--- src/rtl/tx_mode_pkg.sv ---
package tx_mode_pkg;
  typedef enum logic [1:0] {
    LB_NORMAL   = 2'b00,
    LB_INTERNAL = 2'b01,
    LB_EXTERNAL = 2'b10,
    LB_BAD      = 2'b11
  } lb_mode_e;

  typedef enum logic [1:0] {
    SQ_IDLE,
    SQ_FETCH,
    SQ_XMIT
  } sq_state_e;

  // bit 4 fd, bits 3:2 loopback, bit 1 rx enable, bit 0 tx enable
  typedef struct packed {
    logic     fd;
    lb_mode_e lb;
    logic     rx_en;
    logic     tx_en;
  } ctrl_t;

  localparam int CTRL_BITS = $bits(ctrl_t);
endpackage

--- src/rtl/tx_mode_regs.sv ---
module tx_mode_regs
  import tx_mode_pkg::*;
#(
  parameter int DW          = 32,
  parameter int AW          = 32,
  parameter int DESC_STRIDE = 16
) (
  input  logic          clk_i,
  input  logic          rst_ni,
  input  logic          wr_en_i,
  input  logic          wr_sel_i,
  input  logic [DW-1:0] wr_data_i,
  input  logic          rd_stat_i,
  input  logic          seq_idle_i,
  input  logic          advance_i,
  output ctrl_t         ctrl_o,
  output logic [AW-1:0] cur_addr_o,
  output logic          err_o
);
  localparam logic [AW-1:0] STRIDE = AW'(DESC_STRIDE);

  ctrl_t         ctrl_q, req, nxt;
  logic [AW-1:0] addr_q;
  logic          addr_valid_q, err_q;
  logic          wr_ctrl, wr_addr, fully_idle;
  logic          fd_block, start_block, reject, bad_wr;

  assign wr_ctrl    = wr_en_i && !wr_sel_i;
  assign wr_addr    = wr_en_i && wr_sel_i;
  assign req        = ctrl_t'(wr_data_i[CTRL_BITS-1:0]);
  assign fully_idle = seq_idle_i && !ctrl_q.tx_en && !ctrl_q.rx_en;

  always_comb begin
    fd_block    = (req.fd != ctrl_q.fd) && !fully_idle;
    start_block = req.tx_en && !ctrl_q.tx_en && !addr_valid_q;
    nxt         = req;
    if (fd_block)    nxt.fd    = ctrl_q.fd;
    if (start_block) nxt.tx_en = 1'b0;
    // loopback 11 or internal loopback with full duplex: drop the whole write
    reject = (req.lb == LB_BAD) || (nxt.lb == LB_INTERNAL && nxt.fd);
    bad_wr = wr_ctrl && (reject || fd_block || start_block);
  end

  always_ff @(posedge clk_i or negedge rst_ni) begin
    if (!rst_ni) begin
      ctrl_q <= '0;
    end else if (wr_ctrl && !reject) begin
      ctrl_q <= nxt;
    end
  end

  always_ff @(posedge clk_i or negedge rst_ni) begin
    if (!rst_ni) begin
      addr_q       <= '0;
      addr_valid_q <= 1'b0;
    end else if (wr_addr) begin
      addr_q       <= wr_data_i[AW-1:0];
      addr_valid_q <= 1'b1;
    end else if (advance_i) begin
      addr_q <= addr_q + STRIDE;
    end
  end

  always_ff @(posedge clk_i or negedge rst_ni) begin
    if (!rst_ni)        err_q <= 1'b0;
    else if (bad_wr)    err_q <= 1'b1;
    else if (rd_stat_i) err_q <= 1'b0;
  end

  assign ctrl_o     = ctrl_q;
  assign cur_addr_o = addr_q;
  assign err_o      = err_q;

  AST_LB_LEGAL: assert property (@(posedge clk_i) disable iff (!rst_ni)
    ctrl_q.lb != LB_BAD);
  AST_NO_ILB_FD: assert property (@(posedge clk_i) disable iff (!rst_ni)
    !(ctrl_q.lb == LB_INTERNAL && ctrl_q.fd));
  AST_FD_HOLD_BUSY: assert property (@(posedge clk_i) disable iff (!rst_ni)
    !fully_idle |=> $stable(ctrl_q.fd));
  AST_START_NEEDS_ADDR: assert property (@(posedge clk_i) disable iff (!rst_ni)
    ctrl_q.tx_en |-> addr_valid_q);
  AST_ERR_STICKY: assert property (@(posedge clk_i) disable iff (!rst_ni)
    err_q && !rd_stat_i |=> err_q);
endmodule

--- src/rtl/tx_mode_seq.sv ---
module tx_mode_seq
  import tx_mode_pkg::*;
(
  input  logic clk_i,
  input  logic rst_ni,
  input  logic tx_en_i,
  input  logic fetch_ack_i,
  input  logic frame_done_i,
  input  logic frame_abort_i,
  output logic fetch_req_o,
  output logic idle_o,
  output logic advance_o
);
  sq_state_e state_q, state_d;
  logic      frame_end;

  assign frame_end = frame_done_i || frame_abort_i;

  always_comb begin
    state_d   = state_q;
    advance_o = 1'b0;
    unique case (state_q)
      SQ_IDLE:  if (tx_en_i) state_d = SQ_FETCH;
      SQ_FETCH: if (fetch_ack_i) state_d = SQ_XMIT;
      SQ_XMIT: if (frame_end) begin
        advance_o = 1'b1;
        state_d   = tx_en_i ? SQ_FETCH : SQ_IDLE;
      end
      default: state_d = SQ_IDLE;
    endcase
  end

  always_ff @(posedge clk_i or negedge rst_ni) begin
    if (!rst_ni) state_q <= SQ_IDLE;
    else         state_q <= state_d;
  end

  assign fetch_req_o = (state_q == SQ_FETCH);
  assign idle_o      = (state_q == SQ_IDLE);

  AST_START_FETCH: assert property (@(posedge clk_i) disable iff (!rst_ni)
    idle_o && tx_en_i |=> fetch_req_o);
  AST_REQ_HOLD: assert property (@(posedge clk_i) disable iff (!rst_ni)
    fetch_req_o && !fetch_ack_i |=> fetch_req_o);
  AST_STOP_WAITS: assert property (@(posedge clk_i) disable iff (!rst_ni)
    state_q == SQ_XMIT && !frame_end |=> state_q == SQ_XMIT);
  AST_END_NEXT: assert property (@(posedge clk_i) disable iff (!rst_ni)
    state_q == SQ_XMIT && frame_end && tx_en_i |=> fetch_req_o);
endmodule

--- src/rtl/tx_mode_ctrl.sv ---
module tx_mode_ctrl
  import tx_mode_pkg::*;
#(
  parameter int DW          = 32,
  parameter int AW          = 32,
  parameter int CW          = 16,
  parameter int DESC_STRIDE = 16
) (
  input  logic          clk_i,
  input  logic          rst_ni,
  input  logic          wr_en_i,
  input  logic          wr_sel_i,
  input  logic [DW-1:0] wr_data_i,
  input  logic          rd_stat_i,
  output logic [CW-1:0] ctrl_o,
  output logic          err_o,
  output logic          tx_idle_o,
  output logic          fetch_req_o,
  output logic [AW-1:0] fetch_addr_o,
  input  logic          fetch_ack_i,
  input  logic          frame_done_i,
  input  logic          frame_abort_i
);
  localparam int PAD = CW - CTRL_BITS;

  ctrl_t ctrl;
  logic  seq_idle, advance;

  tx_mode_regs #(.DW(DW), .AW(AW), .DESC_STRIDE(DESC_STRIDE)) u_regs (
    .clk_i      (clk_i),
    .rst_ni     (rst_ni),
    .wr_en_i    (wr_en_i),
    .wr_sel_i   (wr_sel_i),
    .wr_data_i  (wr_data_i),
    .rd_stat_i  (rd_stat_i),
    .seq_idle_i (seq_idle),
    .advance_i  (advance),
    .ctrl_o     (ctrl),
    .cur_addr_o (fetch_addr_o),
    .err_o      (err_o)
  );

  tx_mode_seq u_seq (
    .clk_i         (clk_i),
    .rst_ni        (rst_ni),
    .tx_en_i       (ctrl.tx_en),
    .fetch_ack_i   (fetch_ack_i),
    .frame_done_i  (frame_done_i),
    .frame_abort_i (frame_abort_i),
    .fetch_req_o   (fetch_req_o),
    .idle_o        (seq_idle),
    .advance_o     (advance)
  );

  // reserved positions read as zero
  assign ctrl_o    = {{PAD{1'b0}}, ctrl};
  assign tx_idle_o = seq_idle;

  AST_ADDR_STABLE: assert property (@(posedge clk_i) disable iff (!rst_ni)
    fetch_req_o && !fetch_ack_i && !(wr_en_i && wr_sel_i) |=> $stable(fetch_addr_o));
  AST_IDLE_NO_REQ: assert property (@(posedge clk_i) disable iff (!rst_ni)
    tx_idle_o |-> !fetch_req_o);
endmodule

--- config.mk ---
export PLATFORM = sky130hd
export DESIGN_NAME = tx_mode_ctrl
export DESIGN_NICKNAME = d
export VERILOG_FILES = /design/src/rtl/tx_mode_pkg.sv /design/src/rtl/tx_mode_regs.sv /design/src/rtl/tx_mode_seq.sv /design/src/rtl/tx_mode_ctrl.sv
export SDC_FILE = /design/constraint.sdc
export NUM_CORES = 1
export LEC_CHECK = 0
export BUFFER_PORTS_ARGS = -buffer_cell sky130_fd_sc_hd__buf_2
export CORE_MARGIN = 1
export CORE_UTILIZATION = 49
export CTS_CLUSTER_DIAMETER = 50
export DETAILED_ROUTE_END_ITERATION = 12
export GPL_TIMING_DRIVEN = 0
export HOLD_SLACK_MARGIN = 0.1
export PLACE_DENSITY = 0.92
export SLEW_MARGIN = 20
export SYNTH_ARGS = -nofsm -noshare
export SYNTH_HDL_FRONTEND = slang
export SYNTH_HIERARCHICAL = 1
export SYNTH_SLANG_ARGS = --single-unit
--- constraint.sdc ---
create_clock -name clk_i -period 3 [get_ports clk_i]
set_clock_uncertainty 0.2 [all_clocks]
set_input_delay 0.6 -clock clk_i [delete_from_list [all_inputs] [get_ports clk_i]]
set_output_delay 0.6 -clock clk_i [all_outputs]
set_load 0.02 [all_outputs]
==> Word level (Yosys, flattened, before mapping) <==
Cells that the tools add are included.
{ "op_classes": {"add_sub_neg": 1, "mux": 13, "n_eq_ne": 8, "n_reduce_logical": 24} }
{ "op_table": {"columns": ["cell", "count"], "rows": [
  ["$mux W32", 2],
  ["$add A32 B5 Y32 const B", 1],
  ["$logic_and A1 B1 Y1", 10],
  ["$mux W1", 7],
  ["$logic_not A1 Y1", 6],
  ["$mux W2", 3],
  ["$pmux W2 S3", 1],
  ["$eq A2 B1 Y1 const B", 2],
  ["$eq A2 B2 Y1 const B", 2],
  ["$logic_or A1 B1 Y1", 4],
  ["$ne A2 B1 Y1 const B", 2],
  ["$reduce_bool A2 Y1", 2],
  ["$reduce_and A3 Y1", 1],
  ["$logic_not A2 Y1", 1],
  ["$ne A2 B2 Y1 const B", 1],
  ["$ne A1 B1 Y1", 1]
]} }
{ "totals": {"register_bits": 41, "out_inout_bits": 51, "input_bits": 40, "word_cells": 54} }

==> Longest topological paths before layout <==
Gate-level depths: netlist of the first run.
{ "logic_depth": {"word_depth": 12, "depth_mapped": 8, "mapped_depth_nobuf": 6} }

==> Hierarchy <==
The synthesis of the first run kept the hierarchy.
{ "by_module_without_submodules": {"columns": ["module", "seq_area_each_um2", "area_per_inst_um2", "instances", "cells_each"], "rows": [
  ["tx_mode_regs", 975.9, 2142.1, 1, 234],
  ["tx_mode_seq", 50.0, 117.6, 1, 13],
  ["tx_mode_ctrl", 0.0, 86.3, 1, 12]
]} }

==> Worst setup path before layout of the first run <==
No wires, ideal clock.
{ "synth_timing": {"path_type": "input to register", "start": "input frame_abort_i", "end": "register u_regs.addr_q[25] (netlist: u_regs/cur_addr_o[25])", "setup_ns": 0.082, "n_path_buf": 2, "path_stages": 8, "arrival_ns": 2.000, "required_time_ns": 2.718, "setup_slack_ns": 0.718, "path_cell_list": "nor2_1 nor2_1 and4_1 buf_6 nand3_4 buf_6 or4_1 a31oi_1"} }
{ "synth_via": {"elab_chain_cells": 4} }
{ "synth_rtl": {"columns": ["item", "line", "rtl"], "rows": [
  ["start, declared", "tx_mode_ctrl.sv:22", "input logic frame_abort_i"],
  ["$logic_or A1 B1 Y1", "tx_mode_seq.sv:17", "assign frame_end = frame_done_i || frame_abort_i;"],
  ["$mux W1", "tx_mode_seq.sv:25", "SQ_XMIT: if (frame_end) begin"],
  ["$mux W1", "tx_mode_seq.sv:22", "unique case (state_q)"],
  ["named net advance", "tx_mode_ctrl.sv:27", "logic seq_idle, advance;"],
  ["$reduce_bool A2 Y1 (no source line)", null, null],
  ["end signal, assigned", "tx_mode_regs.sv:57", "addr_q <= wr_data_i[AW-1:0];"],
  ["end signal, assigned", "tx_mode_regs.sv:60", "addr_q <= addr_q + STRIDE;"],
  ["end, declared", "tx_mode_regs.sv:23", "logic [AW-1:0] addr_q;"]
]} }
The timed path passes the listed nets, and every way through them passes these cells.
A chain may end at the register's enable or synchronous reset.

==> Worst setup path after layout of the first run <==
{ "layout_timing": {"start": "register u_seq.state_q[0]", "end": "register u_regs.addr_q[26] (netlist: u_regs/cur_addr_o[26])"} }
{ "layout_via": {"elab_chain_cells": 3} }
{ "layout_rtl": {"columns": ["item", "line", "rtl"], "rows": [
  ["start, declared", "tx_mode_seq.sv:14", "sq_state_e state_q, state_d;"],
  ["start signal, assigned", "tx_mode_seq.sv:35", "else state_q <= state_d;"],
  ["$eq A2 B2 Y1", "tx_mode_seq.sv:22", null],
  ["$mux W1", "tx_mode_seq.sv:22", null],
  ["named net advance", "tx_mode_ctrl.sv:27", null],
  ["$reduce_bool A2 Y1 (no source line)", null, null]
]} }
The timed path passes the listed nets, and every way through them passes these cells.

==> results of run 1 <==
routing by layer:
metal	part of all wire	up-vias
li1	-	1108
met1	0.41	1096
met2	0.51	104
met3	0.058	17
met4	0.024	0
met5	0	-
path summary, 6_finish.rpt:
kind | from | to | slack (ps)
min | rst_ni | u_seq/state_q[1] | 230
min in group clk_i | u_regs/cur_addr_o[1] | u_regs/cur_addr_o[1] | 290
min reg2reg | u_regs/cur_addr_o[1] | u_regs/cur_addr_o[1] | 290
max | u_seq/state_q[0] | u_regs/cur_addr_o[26] | 560
max reg2reg | u_seq/state_q[0] | u_regs/cur_addr_o[26] | 560
max in group asynchronous | rst_ni | u_regs/cur_addr_o[1] | 1810
worst max-delay path, stage by stage (launching register included):
cell and delay [ps]:
dfrtp_1 420, nand2b_1 190, nor2_1 330, and3_2 310, nand3_1 140, buf_2 200, or4_1 400, a31oi_1 170
flip-flops by register name, indices dropped and copies added (netlist names):
name                 flops
u_regs/addr_valid_q      1
u_regs/ctrl_o            5
u_regs/err_o             1
u_regs/cur_addr_o       32
u_seq/state_q            2
layout by cell type, fill, tap and decap left out, types with 2 or more instances in the layout:
| cell | Yosys | final |
|---|---|---|
| xnor2_1 | 6 | 6 |
| a22o_1 | 2 | 2 |
| o21ai_0 | 20 | 20 |
| nand4_1 | 3 | 3 |
| a21oi_1 | 4 | 4 |
| and3_1 | 4 | 4 |
| nor3b_1 | 3 | 3 |
| or3_1 | 5 | 5 |
| nand2_1 | 38 | 38 |
| and4_1 | 6 | 6 |
| clkbuf_8 | 0 | 5 |
| o31ai_1 | 8 | 8 |
| clkinv_2 | 0 | 2 |
| o21ai_1 | 2 | 2 |
| xor2_1 | 7 | 7 |
| nand2b_1 | 4 | 4 |
| inv_1 | 8 | 8 |
| buf_2 | 1 | 80 |
| dfrtp_1 | 41 | 41 |
| buf_4 | 12 | 12 |
| clkbuf_1 | 7 | 8 |
| o211ai_1 | 2 | 2 |
| buf_6 | 3 | 3 |
| or4_1 | 8 | 8 |
| a31oi_1 | 14 | 14 |
| nor2_1 | 20 | 20 |
| conb_1 | 1 | 11 |
| nand3_1 | 9 | 9 |
power by group through the flow:
stage               sequential (mW)  clock [mW]  combinational (mW)
floorplan                     0.865           0               0.265
global placement              0.764           0               0.554
detailed placement            0.772           0               0.571
CTS                           0.766       0.361               0.577
global route                  0.783       0.390               0.625
finish                        0.768       0.350               0.577
cells in the mapped netlist, types with 2 or more instances:
cell	count	area, µm²
dfrtp_1	41	1030
nand2_1	38	143
nor2_1	20	75.1
o21ai_0	20	100
a31oi_1	14	87.6
buf_4	12	90.1
nand3_1	9	45.0
inv_1	8	30.0
o31ai_1	8	60.1
or4_1	8	60.1
clkbuf_1	7	26.3
xor2_1	7	61.3
and4_1	6	52.6
xnor2_1	6	52.6
or3_1	5	31.3
a21oi_1	4	20.0
and3_1	4	25.0
nand2b_1	4	25.0
buf_6	3	33.8
nand4_1	3	18.8
nor3b_1	3	22.5
a22o_1	2	17.5
o211ai_1	2	15.0
o21ai_1	2	10.0
kinds of logic after synthesis:
| logic type | synth area share |
|---|---|
| AND/OR/NAND/NOR | 0.261 |
| adder cells (fa/ha/maj) | 0.00533 |
| buffers and inverters | 0.0789 |
| XOR/XNOR | 0.0485 |
| multiplexers | 0.00907 |
| AO/OA/AOI/OAI | 0.158 |
| flip-flops | 0.437 |
| other | 0.00160 |
final cells by class:
type                    instances  area, µm²
plain buffers                  23        155
clock buffers                   6       72.6
clock inverters                 2       10.0
fillers                       367       1550
inverters                       8       30.0
multi-input cells             197       1170
flip-flops and latches         41       1030
well taps                      52       65.1
repair buffers                 79        395
stage by stage:
step,instance area [µm²],utilization
floorplan,2380,-
global placement,2840,0.636
detailed placement,2840,0.636
CTS,2930,0.654
global route,2930,0.654
finish,2930,0.654
==> impl_metrics.toml, run 1 <==
[run_status]
status = "complete, but fails checks"
violations = "DRC"

[sta]
fin_ws_ps = 563
min_period_ps = 2440
rsz0062_at_grt = "no"
fmax_mhz = 410
period_share = 0.812
holdWs_ps = 231
setup_violations = 0
tightest_slew_ps = 896
drv_slew = 0
tns_ps = 0
hold_violations = 0
maxSlewHeadroom = 0.403

[layout]
nets = 396
area_delta_synth_final_pct = 24.7
drive_gt1_frac = 0.309
antenna_cells = 0
finalNonFillerCells = 408

[pwr]
power_switching_mw = 0.658
clkPwrFrac = 0.207
seq_power_share = 0.453
leakagePower_nw = 1.35
comb_power_share = 0.340
p_int_mw = 1.04
sw_frac_of_total = 0.388
ir_worst_vdd_v = 0.000369
finalPower_mw = 1.69
p_per_area_nw_per_um2 = 579

[setup_path]
reg2reg_depth = 7
startpoint_type = "flip-flop"
crit_type = "flip-flop to flip-flop"
cp.required_ps = 3020
crit_path_end_kind = "flip-flop"
path_max_fanout = 10
cp.arrival_ps = 2460

[logic_synthesis]
yosys.cell_types.count = 47
synth-edff-count = 0
synth_ff_type = "dfrtp_1"
syn-cell-area_um2 = 2350
synth-seq-cells = 41
yosysWarningCount = 6
async_flop_share = 1.00
syn_area_per_cell_um2 = 9.06
syn_inst = 259
seq_area_frac_synth = 0.437

[floorplanning]
die_h_um = 71.2
dieWidth_um = 71.2
dieArea_um2 = 5070
row_count = 24
start_util = 0.524
boundaryPins = 91
coreArea_um2 = 4470

[clocking]
clk_pin_slew_worst_paths_ps = 80
htreeDepth = 2
tritoncts = "built"
cts_root_buffer = "clkbuf_8"
cts_hold_buf = 0
clkSinkCount = 41
cts.repair.resized = 0
cts_made_buffers = 5
clockBufferDepth = 2
cts_setup_buffers = 0
clock_latency_ps = 300

[place]
place_ws_ps = 391
numPortBuffers = 79
place_inst = 400
dp_hpwl_um = 4430
routabilityCongestion = 0.834

[grt]
top_usage_layer = "met2"
gr-total-overflow = 0
grt_max_degree = 42
use_met2 = 0.421
antenna_found_initial = 0
grt_usage = 0.247
grt_pass1_vias = 2144
gr-usage-met3 = 0.0499
grt_pass1_wl_um = 9790
met1_usage = 0.301

[detailed_routing]
remaining_drc_errors = 5
via_per_inst = 5.70
wl_per_cell_um = 14.7
drt_iter0_drc = 201
drt_first_pass_iters = 8
wirelength_um = 6010
antenna_left = 0
vias = 2325

[run]
maxCapViolations = 0

[hold_path]
hp-class = "input pin to async pin"
(Power assumes the default switching activity.)
==> inputs of run 2 (changes only) <==
Settings changed: CORE_UTILIZATION 49 to 44, PLACE_DENSITY 0.92 to 0.88.
Clock period 3 ns to 2.1 ns, I/O delays scaled along.
==> run 2 against run 1 <==
The flow now finishes without violations. Non-clock buffer count rose by 12. Clock-buffer cell count fell by 1. Via count fell by 1.2%. Die area rose by 11%. Flip-flop and latch count did not move. Power rose by 47%. Critical path depth did not move. Maximum frequency rose by 21%. Routed wire length fell by 0.65%. Critical path type unchanged. Critical endpoint is now u_regs/cur_addr_o[31].
==> impl_metrics.toml, run 2 (synthesis gave the netlist of run 1 again) <==
[setup_path]
cpMaxStageDelayCell = "dfrtp_1"
path_buf_inv = 1
path_max_fanout = 4
path_cells = "nand2b_4 > nor2_4 > and4_1 > buf_6 > nand3_1 > or4_1 > a31oi_1"
cp_top_family = "simple AND/OR/NAND/NOR gates"
cp.required_ps = 2110
cpPeakStageDelay_ps = 420
cp.arrival_ps = 2030
startpoint_type = "flip-flop"
crit_path_end_kind = "flip-flop"
crit_type = "flip-flop to flip-flop"

[place]
numPortBuffers = 79
place_inst = 418
routabilityCongestion = 0.850
dp_hpwl_um = 4230

[detailed_routing]
wl_per_cell_um = 13.6
drt_first_pass_iters = 4
wirelength_um = 5970
remaining_drc_errors = 0
via_per_inst = 5.23
antenna_left = 0
drt_iter0_drc = 160
vias = 2298

[sta]
hold_violations = 0
period_share = 0.959
tightest_slew_ps = 917
min_period_ps = 2010
rsz0062_at_grt = "yes"
drv_slew = 0
fmax_mhz = 496
maxSlewHeadroom = 0.389
setup_violations = 0

[pwr]
finalPower_mw = 2.49
leakagePower_nw = 1.42
ir_worst_vdd_v = 0.000500
p_per_area_nw_per_um2 = 798

[grt]
grt_max_degree = 42
grt_pass1_vias = 2039
grt_usage = 0.221
antenna_found_initial = 0
grt_pass1_wl_um = 9360
gr-total-overflow = 0

[layout]
fill_cells = 466
largest_register_ffs = 32
drive_gt1_frac = 0.358
antenna_cells = 0
finalNonFillerCells = 439
nets = 409
area_delta_synth_final_pct = 32.8
layout.cells.most_common_list = "buf_2, dfrtp_1, nand2_1"
final_common_cell = "buf_2"

[floorplanning]
die_h_um = 75.0
dieArea_um2 = 5630
dieWidth_um = 75.0
row_count = 26
coreArea_um2 = 5110
boundaryPins = 91
start_util = 0.459

[hold_path]
hp-class = "input pin to flip-flop"

[clocking]
clk_pin_slew_worst_paths_ps = 80
clock_latency_ps = 290
htreeDepth = 2
cts_root_buffer = "clkbuf_8"
clockBufferDepth = 2
cts_made_buffers = 5
clkSinkCount = 41
tritoncts = "built"

[run_status]
status = "complete, no violations"

[run]
maxCapViolations = 0
[run 2: per-layer routing]
layer  part of all wire  routed length [µm]  track usage
met5                  0                   0            0
met4              0.018                 110       0.0922
met3              0.045                 271       0.0254
met2               0.49                2960        0.374
met1               0.44                2630        0.288
[run 2: repair_timing]
item                                    4_1_cts  5_1_grt
endpoints found under the setup margin       14       12
gates resized for setup                       5        8
hold endpoints to repair                     41        0
gates cloned                                  0        2
pin swaps                                     3        5
buffers inserted                              2        9
hold buffers                                  1        0
[run 2: cell type report]
class | count | area, µm² | share of cell area
timing repair buffer | 92 | 493 | 0.158
buffer | 22 | 150 | 0.0482
tap | 70 | 87.6 | 0.0281
inverter | 8 | 30.0 | 0.00964
sequential | 41 | 1030 | 0.329
multi-input combinational | 198 | 1240 | 0.399
clock buffer | 5 | 68.8 | 0.0221
clock inverter | 3 | 17.5 | 0.00562
[run 2: per-stage QoR]
step	area (µm²)	worst slack, ps	TNS (ps)	util	hold slack [ps]
2_1_floorplan	2390	-20.7	-30.5	-	-75.6
3_3_place_gp	2870	-200	-1230	0.562	262
4_1_cts	2990	13.6	0	0.586	105
3_5_place_dp	2870	-234	-1700	0.562	267
5_1_grt	3120	-10.2	-28.5	0.610	113
6_report	3120	85.2	0	0.610	110
[run 2: final timing paths]
path / startpoint / to / slack, ps / depth (start not counted)
max reg2reg: u_seq/state_q[0] / u_regs/cur_addr_o[31] / 90 / 7
max: u_seq/state_q[0] / u_regs/cur_addr_o[31] / 90 / 7
max in group asynchronous: rst_ni / u_regs/cur_addr_o[30] / 530 / 2
min in group asynchronous: rst_ni / u_seq/state_q[0] / 590 / 2
min: rd_stat_i / u_regs/err_o / 110 / 2
min reg2reg: u_regs/cur_addr_o[3] / u_regs/cur_addr_o[3] / 280 / 2
[run 2: worst register-to-register path, cell delays in order, from the launching register on]
cell	delay, ps
dfrtp_1	420
nand2b_4	170
nor2_4	100
and4_1	220
buf_6	140
nand3_1	100
or4_1	410
a31oi_1	190
[run 2: where the power goes]
group | switching [mW] | total [mW] | internal (mW) | leakage, nW
Clock | 0.278 | 0.507 | 0.230 | 0.0439
Sequential | 0.170 | 1.10 | 0.932 | 0.481
Combinational | 0.511 | 0.877 | 0.366 | 0.890
Total | 0.958 | 2.49 | 1.53 | 1.42
==> inputs of run 3 (changes only) <==
Settings changed: SLEW_MARGIN 20 to not set.
Clock period 2.1 ns to 1.8 ns, I/O delays scaled along.
==> run 3 against run 2 <==
The flow now finishes with violations (setup timing). Via count is 7.1% higher. Largest power group unchanged. Maximum frequency is 3.1% lower. Setup slack worse by 360 ps. Combinational power is 37% higher.
==> impl_metrics.toml, run 3 (synthesis gave the netlist of run 1 again) <==
[sta]
fmax_mhz = 481
tns_ps = -4190
drv_slew = 0
maxSlewHeadroom = 0.380
hold_violations = 0
tightest_slew_ps = 931
rsz0062_at_grt = "yes"
fin_ws_ps = -278
period_share = 1.15
min_period_ps = 2080
setup_violations = 25

[run_status]
status = "complete, but fails checks"
violations = "setup timing"

[grt]
grt_pass1_vias = 2404
gr-total-overflow = 0
grt_max_degree = 42
antenna_found_initial = 0
grt_pass1_wl_um = 10700
grt_usage = 0.254

[floorplanning]
dieWidth_um = 75.0
die_h_um = 75.0
row_count = 26
coreArea_um2 = 5110
boundaryPins = 91
start_util = 0.459
dieArea_um2 = 5630

[place]
placed_area_um2 = 2900
place_inst = 418
dp_hpwl_um = 4350
routabilityCongestion = 0.861
numPortBuffers = 79

[setup_path]
path_max_fanout = 4
cpMaxStageDelayCell = "nor4bb_2"
crit_path_end_kind = "flip-flop"
crit_type = "flip-flop to flip-flop"
reg2reg_depth = 6
path_cells = "buf_4 > nor2_2 > nor4bb_2 > a211oi_4 > o21ai_2 > mux2_2"
cpPeakStageDelay_ps = 430
reg2reg_slack_ps = -280
cp.required_ps = 1790
startpoint_type = "flip-flop"
cp.arrival_ps = 2070
r2r-start = "u_seq/state_q[0]"
r2r_end = "u_regs/ctrl_o[1]"

[clocking]
clockBufferDepth = 2
cts_made_buffers = 5
clkSinkCount = 41
clock_latency_ps = 300
clk_pin_slew_worst_paths_ps = 80
cts_root_buffer = "clkbuf_8"
tritoncts = "built"
htreeDepth = 2

[detailed_routing]
vias = 2462
remaining_drc_errors = 0
wl_per_cell_um = 14.6
drt_first_pass_iters = 4
via_per_inst = 5.26
drt_iter0_drc = 161
wirelength_um = 6840
antenna_left = 0

[hold_path]
hp-class = "input pin to flip-flop"
hold_path_end = "u_regs/cur_addr_o[26]"
hold_depth = 3
min-delay-start = "wr_data_i[26]"

[layout]
largest_register_ffs = 32
antenna_cells = 0
finalNonFillerCells = 468
drive_gt1_frac = 0.410
nets = 438
layout.cells.most_common_list = "buf_2, nand2_1, dfrtp_1"
fin_area_um2 = 3520
area_delta_synth_final_pct = 49.9
final_common_cell = "buf_2"

[pwr]
power_switching_mw = 1.22
ir_worst_vdd_v = 0.000662
p_int_mw = 1.98
clkPwrFrac = 0.213
seq_power_share = 0.411
p_per_area_nw_per_um2 = 909
sw_frac_of_total = 0.381
comb_power_share = 0.376
leakagePower_nw = 1.60

[run]
maxCapViolations = 0
## run 3: cell count changes in the layout (fill, tap and decap cells not counted), sizes merged
cell	before	now
dlygate4sd3	1	21
clkinv	2	1
nand3	11	10
clkinvlp	1	0
buf	106	116
clkbuf	12	14
## run 3: through the flow
stage / setup slack [ps] / utilization / hold WS (ps) / total power, mW
2_1_floorplan: -254 / - / -136 / 1.92
3_3_place_gp: -396 / 0.568 / 268 / 2.23
3_5_place_dp: -423 / 0.568 / 280 / 2.27
4_1_cts: -244 / 0.668 / 113 / 3.10
5_1_grt: -341 / 0.688 / 121 / 3.35
6_report: -278 / 0.688 / 120 / 3.19
## run 3: what timing repair did
item | 4_1_cts | 5_1_grt
setup endpoints to repair | 22 | 31
hold buffers | 21 | 0
pin swaps | 14 | 12
setup buffers | 16 | 4
endpoints found under the hold margin | 60 | 0
cloned | 2 | 0
gates resized for setup | 17 | 23
## run 3: how the worst max path moves through the flow
stage                     cells after the start              from  slack [ps]                     to
after global routing                          8  u_seq/state_q[0]        -340  u_regs/cur_addr_o[26]
after CTS                                     8  u_seq/state_q[0]        -240  u_regs/cur_addr_o[25]
after global placement                        7  u_seq/state_q[0]        -400  u_regs/cur_addr_o[26]
after floorplan                               8  u_seq/state_q[0]        -250  u_regs/cur_addr_o[25]
final                                         6  u_seq/state_q[0]        -280       u_regs/ctrl_o[1]
after detailed placement                      7  u_seq/state_q[0]        -420  u_regs/cur_addr_o[26]
## run 3: final cells by class
cell class | instances | area, µm²
Fill cell | 405 | 1590
Buffer | 22 | 150
Tap cell | 70 | 87.6
Clock buffer | 7 | 96.3
Clock inverter | 1 | 5.00
Timing Repair Buffer | 122 | 788
Multi-Input combinational cell | 197 | 1320
Inverter | 8 | 30.0
Sequential cell | 41 | 1040
## run 3: worst max-delay path, delay by kind of cell (launching register included)
family | cells | cell delay, ps
multiplexers | 1 | 350
buffers and inverters | 1 | 150
AND/OR/NAND/NOR | 2 | 580
AO/OA/AOI/OAI | 2 | 300
flip-flops | 1 | 390
## run 3: power by group through the flow
stage	clock network [mW]	logic [mW]	registers (mW)
floorplan	0	0.465	1.45
finish	0.681	1.20	1.31
CTS	0.688	1.12	1.29
global placement	0	0.946	1.29
global route	0.723	1.29	1.34
detailed placement	0	0.972	1.30
## run 3: routing by layer
| metal | up-vias | GRT usage | wire length, µm |
|---|---|---|---|
| li1 | 1186 | - | - |
| met1 | 1156 | 0.286 | 2770 |
| met2 | 104 | 0.460 | 3520 |
| met3 | 16 | 0.0482 | 391 |
| met4 | 0 | 0.122 | 147 |
| met5 | - | 0 | 0 |
